## config.mk

```make
export PLATFORM = sky130hd
export DESIGN_NAME = csa_mul_add
export DESIGN_NICKNAME = d
export VERILOG_FILES = /design/src/rtl/csa_mul_add_pkg.sv /design/src/rtl/pp_gen.sv /design/src/rtl/csa_row.sv /design/src/rtl/csa_tree.sv /design/src/rtl/cpa_add.sv /design/src/rtl/csa_mul_add.sv
export SDC_FILE = /design/constraint.sdc
export NUM_CORES = 1
export LEC_CHECK = 0
export BUFFER_PORTS_ARGS = -buffer_cell sky130_fd_sc_hd__buf_4
export CAP_MARGIN = 20
export CORE_MARGIN = 4
export CORE_UTILIZATION = 55
export DETAILED_ROUTE_END_ITERATION = 8
export PLACE_DENSITY = 0.8
export SYNTH_ARGS = -nofsm -noshare
export SYNTH_HDL_FRONTEND = slang
export SYNTH_SLANG_ARGS = --single-unit
```

## constraint.sdc

```tcl
create_clock -name vclk -period 13.8
set_input_delay 2.07 -clock vclk [all_inputs]
set_output_delay 2.07 -clock vclk [all_outputs]
set_load 0.05 [all_outputs]
```

## src/rtl/csa_mul_add_pkg.sv

```systemverilog
package csa_mul_add_pkg;

    // Rows left after one carry-save layer: each full group of three
    // becomes two, and a remainder of one or two rows passes through.
    function automatic int next_rows(input int m);
        return (m / 3) * 2 + (m % 3);
    endfunction

    // Row count present at the input of a given layer index.
    function automatic int rows_at(input int m0, input int layer);
        int m;
        m = m0;
        for (int k = 0; k < layer; k++) begin
            m = next_rows(m);
        end
        return m;
    endfunction

    // Number of carry-save layers needed to reach two rows.
    function automatic int layer_count(input int m0);
        int m;
        int k;
        m = m0;
        k = 0;
        while (m > 2) begin
            m = next_rows(m);
            k++;
        end
        return k;
    endfunction

    // Smallest and largest supported operand widths.
    localparam int MIN_OPW = 4;
    localparam int MAX_OPW = 16;

endpackage

```

## src/rtl/pp_gen.sv

```systemverilog
module pp_gen #(
    parameter int N = 8,
    parameter int W = 2 * N
) (
    input  logic [N-1:0] a,
    input  logic [N-1:0] b,
    output logic [W-1:0] pp [N]
);
    logic [W-1:0] a_wide;
    assign a_wide = W'(a);

    for (genvar i = 0; i < N; i++) begin : g_row
        assign pp[i] = b[i] ? (a_wide << i) : '0;
    end

    // the gated rows together hold exactly the product
    always_comb begin
        logic [W-1:0] acc;
        acc = '0;
        for (int i = 0; i < N; i++) begin
            acc = acc + pp[i];
        end
        assert_pp_sum_R2: assert (acc == W'(W'(a) * W'(b)))
            else $error("partial rows do not sum to a*b");
    end
endmodule

```

## src/rtl/csa_row.sv

```systemverilog
module csa_row #(
    parameter int W = 16
) (
    input  logic [W-1:0] x,
    input  logic [W-1:0] y,
    input  logic [W-1:0] z,
    output logic [W-1:0] s,
    output logic [W-1:0] t
);
    logic [W-1:0] maj;

    // Independent full adders; the majority vector moves one place up.
    always_comb begin
        for (int i = 0; i < W; i++) begin
            s[i]   = x[i] ^ y[i] ^ z[i];
            maj[i] = (x[i] & y[i]) | (x[i] & z[i]) | (y[i] & z[i]);
        end
    end

    assign t = {maj[W-2:0], 1'b0};

    // three rows in, two rows out, same sum modulo 2^W
    always_comb begin
        assert_csa_sum_R3: assert (W'(s + t) == W'(x + y + z))
            else $error("carry-save row changed the sum");
    end
endmodule

```

## src/rtl/csa_tree.sv

```systemverilog
module csa_tree
    import csa_mul_add_pkg::*;
#(
    parameter int W    = 16,
    parameter int ROWS = 9
) (
    input  logic [W-1:0] ops [ROWS],
    output logic [W-1:0] sum_o,
    output logic [W-1:0] carry_o
);
    localparam int LAYERS = layer_count(ROWS);

    for (genvar l = 0; l <= LAYERS; l++) begin : stage
        localparam int CNT = rows_at(ROWS, l);
        logic [W-1:0] v [CNT];

        if (l == 0) begin : g_in
            for (genvar k = 0; k < CNT; k++) begin : g_cp
                assign v[k] = ops[k];
            end
        end else begin : g_red
            localparam int PREV = rows_at(ROWS, l - 1);
            localparam int GRP  = PREV / 3;
            localparam int LEFT = PREV % 3;

            for (genvar g = 0; g < GRP; g++) begin : g_csa
                csa_row #(.W(W)) u_row (
                    .x (stage[l-1].v[3*g]),
                    .y (stage[l-1].v[3*g+1]),
                    .z (stage[l-1].v[3*g+2]),
                    .s (v[2*g]),
                    .t (v[2*g+1])
                );
            end

            for (genvar k = 0; k < LEFT; k++) begin : g_pass
                assign v[2*GRP+k] = stage[l-1].v[3*GRP+k];
            end
        end
    end

    assign sum_o   = stage[LAYERS].v[0];
    assign carry_o = stage[LAYERS].v[1];

    // the two surviving vectors carry the whole sum of the input rows
    always_comb begin
        logic [W-1:0] acc;
        acc = '0;
        for (int k = 0; k < ROWS; k++) begin
            acc = acc + ops[k];
        end
        assert_tree_sum_R3: assert (acc == W'(sum_o + carry_o))
            else $error("reduction tree lost part of the sum");
    end
endmodule

```

## src/rtl/cpa_add.sv

```systemverilog
module cpa_add #(
    parameter int W = 16
) (
    input  logic [W-1:0] x,
    input  logic [W-1:0] y,
    output logic [W-1:0] s
);
    // Final carry-propagate stage; the carry out of the top bit is dropped.
    assign s = x + y;
endmodule

```

## src/rtl/csa_mul_add.sv

```systemverilog
module csa_mul_add
    import csa_mul_add_pkg::*;
#(
    parameter int N = 8
) (
    input  logic [N-1:0]   a,
    input  logic [N-1:0]   b,
    input  logic [2*N-1:0] c,
    output logic [2*N-1:0] r
);
    localparam int W    = 2 * N;
    localparam int ROWS = N + 1;

    logic [W-1:0] pp      [N];
    logic [W-1:0] ops     [ROWS];
    logic [W-1:0] red_sum;
    logic [W-1:0] red_cy;

    pp_gen #(.N(N), .W(W)) u_pp (
        .a  (a),
        .b  (b),
        .pp (pp)
    );

    // The addend takes the spare slot after the gated rows.
    for (genvar k = 0; k < N; k++) begin : g_ops
        assign ops[k] = pp[k];
    end
    assign ops[N] = c;

    csa_tree #(.W(W), .ROWS(ROWS)) u_tree (
        .ops     (ops),
        .sum_o   (red_sum),
        .carry_o (red_cy)
    );

    cpa_add #(.W(W)) u_cpa (
        .x (red_sum),
        .y (red_cy),
        .s (r)
    );

    initial begin
        assert_width_range_R6: assert (N >= MIN_OPW && N <= MAX_OPW)
            else $error("operand width outside supported range");
    end

    always_comb begin
        // full multiply-add law at the ports
        assert_result_R1: assert (r == W'(W'(a) * W'(b) + c))
            else $error("r differs from a*b+c");
        // with no product the addend appears unchanged
        if (a == '0 || b == '0) begin
            assert_addend_pass_R4: assert (r == c)
                else $error("addend not passed through");
        end
    end
endmodule

```

==> report_table.html, run 1 <==
<table>
<tr><th>Metric</th><th>Value</th></tr>
<tr><th colspan="2">Place</th></tr>
<tr><td>GPL Wtd Cong</td><td>0.863</td></tr>
<tr><td>Post-detailed-placement half-perimeter wirelength</td><td>4.49 mm</td></tr>
<tr><td>Number of buffers inserted by port buffering</td><td>48</td></tr>
<tr><th colspan="2">Flow run</th></tr>
<tr><td>Number of max-cap violations</td><td>0</td></tr>
<tr><th colspan="2">Global route</th></tr>
<tr><td>Vias in the first global route</td><td>2151</td></tr>
<tr><td>Total overflow reported by the global router</td><td>0</td></tr>
<tr><td>Initial antenna violation count</td><td>0</td></tr>
<tr><td>Wire length of the first global-routing pass</td><td>8.74 mm</td></tr>
<tr><td>All-Layer GR Usage</td><td>0.199</td></tr>
<tr><td>Maximum number of pins on one net before global-route repair</td><td>9</td></tr>
<tr><th colspan="2">STA</th></tr>
<tr><td>Number of setup violations in the final report</td><td>0</td></tr>
<tr><td>Max-slew violation total from the final report</td><td>0</td></tr>
<tr><td>Max frequency</td><td>122 MHz</td></tr>
<tr><td>RSZ-0062 raised after global routing</td><td>no</td></tr>
<tr><td>Post-route worst hold slack</td><td>4.53 ns</td></tr>
<tr><td>Shortest clock period the worst path allows after layout</td><td>8.17 ns</td></tr>
<tr><td>Slew at the pin closest to its max-slew limit</td><td>0.291 ns</td></tr>
<tr><td>Final Cycle Share</td><td>0.592</td></tr>
<tr><td>Final Hold Fails</td><td>0</td></tr>
<tr><td>Setup TNS</td><td>0 ns</td></tr>
<tr><td>Slew margin rel.</td><td>0.805</td></tr>
<tr><th colspan="2">Yosys</th></tr>
<tr><td>Area share of the largest cell type after synthesis</td><td>0.411</td></tr>
<tr><td>Average footprint of a synthesized cell</td><td>9.08 um2</td></tr>
<tr><td>Area share of and/or/nand/nor cells after synthesis</td><td>0.170</td></tr>
<tr><td>Dominant combinational cell family by area after synthesis</td><td>adder cells</td></tr>
<tr><td>Post-synthesis adder-cell area fraction</td><td>0.594</td></tr>
<tr><td>Share of synthesized area spent on multiplexers</td><td>0</td></tr>
<tr><td>Proportion of synthesized chip area in sequential cells</td><td>0</td></tr>
<tr><td>Number of standard cells after synthesis</td><td>263</td></tr>
<tr><td>Most area-consuming cells after synthesis</td><td>sky130_fd_sc_hd__fa_1 (41%), sky130_fd_sc_hd__ha_1 (18%), sky130_fd_sc_hd__and2_1 (10%), sky130_fd_sc_hd__inv_1 (9.4%), sky130_fd_sc_hd__nand2_1 (4.2%)</td></tr>
<tr><td>Cell types with the highest counts after synthesis</td><td>sky130_fd_sc_hd__inv_1 (60), sky130_fd_sc_hd__fa_1 (49), sky130_fd_sc_hd__and2_1 (40)</td></tr>
<tr><td>Cell taking the most area after synthesis</td><td>sky130_fd_sc_hd__fa_1</td></tr>
<tr><td>Netlist area before placement</td><td>0.00239 mm2</td></tr>
<tr><td>Distinct cell type count after synthesis</td><td>23</td></tr>
<tr><td>Xor and xnor area share after synthesis</td><td>0.0513</td></tr>
<tr><td>Most frequent cell after synthesis</td><td>sky130_fd_sc_hd__inv_1</td></tr>
<tr><td>Syn_nets</td><td>379</td></tr>
<tr><td>Complex-gate fraction of the synthesized area</td><td>0.0885</td></tr>
<tr><td>Syn. warnings</td><td>0</td></tr>
<tr><th colspan="2">Hold path</th></tr>
<tr><td>Worst-case hold path end point</td><td>r[0]</td></tr>
<tr><td>Hold wc startpoint</td><td>c[0]</td></tr>
<tr><td>Class of the worst hold path</td><td>in2out</td></tr>
<tr><td>Number of cells on the worst hold path</td><td>3</td></tr>
<tr><th colspan="2">Worst setup path</th></tr>
<tr><td>Worst path cell trace</td><td>buf_4 &gt; and2_1 &gt; fa_1 &gt; inv_1 &gt; fa_1 &gt; fa_1 &gt; fa_1 &gt; inv_1 &gt; ha_1 &gt; a21oi_2 &gt; o21ai_1 &gt; a31oi_1 &gt; o21ai_1 &gt; a21oi_2 &gt; xnor2_1 &gt; buf_4</td></tr>
<tr><td>Worst Setup End Kind</td><td>primary output</td></tr>
<tr><td>Largest driver fanout on the critical path</td><td>8</td></tr>
<tr><td>Slowest library cell on the worst path</td><td>sky130_fd_sc_hd__fa_1</td></tr>
<tr><td>Critical Path Source Type</td><td>primary input</td></tr>
<tr><td>Critical setup path kind</td><td>in2out</td></tr>
<tr><td>Sum of buffers and inverters on the critical path</td><td>4</td></tr>
<tr><td>Required time at the endpoint of the critical path</td><td>11.73 ns</td></tr>
<tr><td>Arrival time worst endpoint</td><td>6.10 ns</td></tr>
<tr><td>CP peak stage delay</td><td>0.55 ns</td></tr>
<tr><td>Crit-path leading delay family</td><td>adder cells</td></tr>
<tr><td>Cell repeated most along the worst path</td><td>sky130_fd_sc_hd__fa_1</td></tr>
<tr><th colspan="2">Floorplanning</th></tr>
<tr><td>Floorplan core area</td><td>0.00409 mm2</td></tr>
<tr><td>Overall die height</td><td>73.9 um</td></tr>
<tr><td>Die X</td><td>73.9 um</td></tr>
<tr><td>Top Ports</td><td>48</td></tr>
<tr><td>Starting density of the core</td><td>0.585</td></tr>
<tr><td>Total Die Area</td><td>0.00546 mm2</td></tr>
<tr><td>Row Count</td><td>23</td></tr>
<tr><th colspan="2">Cells and area</th></tr>
<tr><td>Final layout net count</td><td>428</td></tr>
<tr><td>Area of the multi-input gates</td><td>0.00216 mm2</td></tr>
<tr><td>Layout clock buffers</td><td>0</td></tr>
<tr><td>Share of post-route cells with drive strength above 1</td><td>0.181</td></tr>
<tr><td>Relative area change from synthesis to final layout</td><td>17.5%</td></tr>
<tr><td>Final sequential cell count</td><td>0</td></tr>
<tr><td>Antenna diode instance count</td><td>0</td></tr>
<tr><td>Storage cell area</td><td>0 um2</td></tr>
<tr><td># fillers</td><td>357</td></tr>
<tr><th colspan="2">Detailed routing</th></tr>
<tr><td>Total number of vias</td><td>1943</td></tr>
<tr><td>First-pass iteration count of the detailed router</td><td>4</td></tr>
<tr><td>DRC marker count from the first detailed-route iteration</td><td>63</td></tr>
<tr><td>Drt via density</td><td>5.40</td></tr>
<tr><td>Post-route DRC violation count</td><td>0</td></tr>
<tr><td>Average routed wire per standard cell</td><td>13.7 um</td></tr>
<tr><td>Post-DRT Antenna Nets</td><td>0</td></tr>
<tr><td>Total wirelength of the detailed-routed design</td><td>4.94 mm</td></tr>
<tr><th colspan="2">Clock network</th></tr>
<tr><td>Hold-fix buffers, CTS</td><td>0</td></tr>
<tr><td>Number of cells upsized or downsized after cts</td><td>0</td></tr>
<tr><td>Number of setup buffers added after CTS</td><td>0</td></tr>
<tr><th colspan="2">Outcome</th></tr>
<tr><td>Outcome</td><td>finished clean</td></tr>
</table>
-- cell type report --
type / count / area share
multi-input cells: 202 / 0.769
well taps: 50 / 0.0223
inverters: 60 / 0.0802
repair buffers: 48 / 0.128
-- cell families (layout without fill, tap and decap cells) --
group	count (synthesis)	in the layout
xor+xnor	14	14
fa+ha+maj	84	84
compound gates	28	28
buf+inv	61	108
simple gates	76	76
-- per-layer routing --
| layer | part of all wire | GRT usage |
|---|---|---|
| met5 | 0 | 0 |
| met4 | 0.012 | 0.0262 |
| met3 | 0.060 | 0.00684 |
| met2 | 0.57 | 0.393 |
| met1 | 0.36 | 0.242 |
-- cell usage in the layout, fill, tap and decap left out, drive strengths merged, types with 4 or more instances in the layout --
| cell | count |
|---|---|
| a21o | 5 |
| a21oi | 14 |
| and2 | 40 |
| buf | 48 |
| fa | 49 |
| ha | 35 |
| inv | 60 |
| nand2 | 27 |
| xnor2 | 10 |
| xor2 | 4 |
-- worst max path at each step --
| stage | start | endpoint | slack, ns | cells after the start |
|---|---|---|---|---|
| after global placement | b[3] | r[12] | 5.64 | 16 |
| final | b[3] | r[12] | 5.63 | 16 |
| after floorplan | b[3] | r[14] | 5.64 | 14 |
| after global routing | b[3] | r[12] | 5.35 | 16 |
| after CTS | b[3] | r[12] | 5.63 | 16 |
| after detailed placement | b[3] | r[14] | 5.65 | 16 |
-- stage by stage --
stage,instance area [um2],std cells,utilization,setup slack [ns]
3_5_place_dp,2810,360,0.687,5.65
5_1_grt,2810,360,0.687,5.35
4_1_cts,2810,360,0.687,5.63
6_report,2810,360,0.687,5.63
3_3_place_gp,2810,360,0.687,5.64
2_1_floorplan,2390,263,-,5.64
Power of run 1 is left out: the tool's default activity adds up to more than one toggle a clock period on the data nets, which glitch-free logic cannot reach.
==> run 2: changes to the inputs <==
==> constraint.sdc (replaced) <==
create_clock -name vclk -period 8
set_input_delay 1.2 -clock vclk [all_inputs]
set_output_delay 1.2 -clock vclk [all_outputs]
set_load 0.05 [all_outputs]
==> run 2 against run 1 <==
  * Critical path depth unchanged
  * Hold slack worse by 1.7 ns
  * Global-route usage decreased by 0.15 points
  * First-iteration DRC count up 16%
  * Via count is 3.0% lower
  * Worst setup slack worse by 4.1 ns
  * Non-clock buffer count is the same
  * Flip-flop and latch count did not move
  * Core utilization is the same
  * Wire length is 0.28% lower
  * Clock-buffer cell count unchanged
  * Cell count stayed put
==> report_table.html, run 2 (synthesis results as in run 1) <==
<table>
<tr><th>Metric</th><th>Value</th></tr>
<tr><th colspan="2">STA</th></tr>
<tr><td>Min setup slack post-route</td><td>1.54 ns</td></tr>
<tr><td>RSZ-0062 raised after global routing</td><td>no</td></tr>
<tr><td>Final Hold Fails</td><td>0</td></tr>
<tr><td>Shortest clock period the worst path allows after layout</td><td>6.46 ns</td></tr>
<tr><td>Max frequency</td><td>155 MHz</td></tr>
<tr><td>Setup TNS</td><td>0 ns</td></tr>
<tr><td>Max-slew violation total from the final report</td><td>0</td></tr>
<tr><td>Final Cycle Share</td><td>0.807</td></tr>
<tr><td>Post-route worst hold slack</td><td>2.78 ns</td></tr>
<tr><td>Number of setup violations in the final report</td><td>0</td></tr>
<tr><td>Slew at the pin closest to its max-slew limit</td><td>0.295 ns</td></tr>
<tr><td>Slew margin rel.</td><td>0.802</td></tr>
<tr><th colspan="2">Worst setup path</th></tr>
<tr><td>Largest driver fanout on the critical path</td><td>8</td></tr>
<tr><td>Slowest library cell on the worst path</td><td>sky130_fd_sc_hd__fa_1</td></tr>
<tr><td>Worst path cell trace</td><td>buf_4 &gt; and2_1 &gt; fa_1 &gt; inv_1 &gt; fa_1 &gt; fa_1 &gt; fa_1 &gt; inv_1 &gt; ha_1 &gt; a21oi_2 &gt; o21ai_1 &gt; a31oi_1 &gt; o21bai_1 &gt; a21oi_2 &gt; xnor2_1 &gt; buf_4</td></tr>
<tr><td>Critical Path Source Type</td><td>primary input</td></tr>
<tr><td>Arrival time worst endpoint</td><td>5.26 ns</td></tr>
<tr><td>CP peak stage delay</td><td>0.55 ns</td></tr>
<tr><td>Critical setup path kind</td><td>in2out</td></tr>
<tr><td>Required time at the endpoint of the critical path</td><td>6.80 ns</td></tr>
<tr><td>Worst Setup End Kind</td><td>primary output</td></tr>
<tr><td>Cell repeated most along the worst path</td><td>sky130_fd_sc_hd__fa_1</td></tr>
<tr><th colspan="2">Detailed routing</th></tr>
<tr><td>Total number of vias</td><td>1885</td></tr>
<tr><td>DRC marker count from the first detailed-route iteration</td><td>73</td></tr>
<tr><td>Average routed wire per standard cell</td><td>13.7 um</td></tr>
<tr><td>First-pass iteration count of the detailed router</td><td>4</td></tr>
<tr><td>Drt via density</td><td>5.24</td></tr>
<tr><td>Post-DRT Antenna Nets</td><td>0</td></tr>
<tr><td>Post-route DRC violation count</td><td>0</td></tr>
<tr><td>Total wirelength of the detailed-routed design</td><td>4.93 mm</td></tr>
<tr><th colspan="2">Floorplanning</th></tr>
<tr><td>Starting density of the core</td><td>0.585</td></tr>
<tr><td>Top Ports</td><td>48</td></tr>
<tr><td>Floorplan core area</td><td>0.00409 mm2</td></tr>
<tr><td>Overall die height</td><td>73.9 um</td></tr>
<tr><td>Die X</td><td>73.9 um</td></tr>
<tr><td>Row Count</td><td>23</td></tr>
<tr><td>Total Die Area</td><td>0.00546 mm2</td></tr>
<tr><th colspan="2">Cells and area</th></tr>
<tr><td>Final sequential cell count</td><td>0</td></tr>
<tr><td>Layout clock buffers</td><td>0</td></tr>
<tr><td>Leading cell types in the layout, fill and taps excluded</td><td>sky130_fd_sc_hd__inv_1 (60), sky130_fd_sc_hd__fa_1 (49), sky130_fd_sc_hd__buf_4 (48)</td></tr>
<tr><td>Antenna diode instance count</td><td>0</td></tr>
<tr><td>Leading cell type in the layout, fill and taps excluded</td><td>sky130_fd_sc_hd__inv_1</td></tr>
<tr><td>Share of post-route cells with drive strength above 1</td><td>0.181</td></tr>
<tr><td>Storage cell area</td><td>0 um2</td></tr>
<tr><td>Final layout net count</td><td>428</td></tr>
<tr><td>Relative area change from synthesis to final layout</td><td>17.5%</td></tr>
<tr><th colspan="2">Outcome</th></tr>
<tr><td>Outcome</td><td>finished clean</td></tr>
<tr><th colspan="2">Global route</th></tr>
<tr><td>Maximum number of pins on one net before global-route repair</td><td>9</td></tr>
<tr><td>Total overflow reported by the global router</td><td>0</td></tr>
<tr><td>All-Layer GR Usage</td><td>0.197</td></tr>
<tr><td>Vias in the first global route</td><td>2035</td></tr>
<tr><td>Initial antenna violation count</td><td>0</td></tr>
<tr><td>Wire length of the first global-routing pass</td><td>8.61 mm</td></tr>
<tr><th colspan="2">Clock network</th></tr>
<tr><td>Hold-fix buffers, CTS</td><td>0</td></tr>
<tr><td>Number of setup buffers added after CTS</td><td>0</td></tr>
<tr><td>Number of cells upsized or downsized after cts</td><td>0</td></tr>
<tr><th colspan="2">Place</th></tr>
<tr><td>Number of buffers inserted by port buffering</td><td>48</td></tr>
<tr><td>GPL Wtd Cong</td><td>0.863</td></tr>
<tr><td>Post-place setup slack</td><td>1.56 ns</td></tr>
<tr><td>Post-detailed-placement half-perimeter wirelength</td><td>4.44 mm</td></tr>
<tr><th colspan="2">Flow run</th></tr>
<tr><td>Number of max-cap violations</td><td>0</td></tr>
<tr><th colspan="2">Hold path</th></tr>
<tr><td>Class of the worst hold path</td><td>in2out</td></tr>
</table>
-- run 2: worst paths after layout --
path / slack, ns / start / cells past startpoint / endpoint
worst max-delay path: 1.54 / b[3] / 16 / r[14]
worst min-delay path: 2.78 / c[0] / 3 / r[0]
-- run 2: worst max-delay path, delay by kind of cell --
family / cells / cell delay [ns]
adder cells (fa/ha/maj): 5 / 2.40
AO/OA/AOI/OAI: 5 / 0.91
buffers and inverters: 4 / 0.44
AND/OR/NAND/NOR: 1 / 0.17
XOR/XNOR: 1 / 0.13
-- run 2: layer usage --
layer / share of wire / global-route usage / vias to the layer above / routed length, um
met2: 0.56 / 0.386 / 40 / 2750
met5: 0 / 0 / - / 0
met4: 0.012 / 0.0221 / 0 / 61
met3: 0.041 / 0.00958 / 6 / 204
li1: - / - / 903 / -
met1: 0.39 / 0.243 / 936 / 1910
-- run 2: stage by stage --
step                      instance area (um2)   util  cells
after global placement                   2810  0.687    360
after CTS                                2810  0.687    360
after detailed placement                 2810  0.687    360
after global routing                     2810  0.687    360
after floorplan                          2390      -    263
final                                    2810  0.687    360
-- run 2: cell type report --
class | count | area (um2)
multi-input cells | 202 | 2160
fillers | 362 | 1280
repair buffers | 48 | 360
inverters | 60 | 225
well taps | 50 | 62.6
Power of run 2 is left out for the same reason.
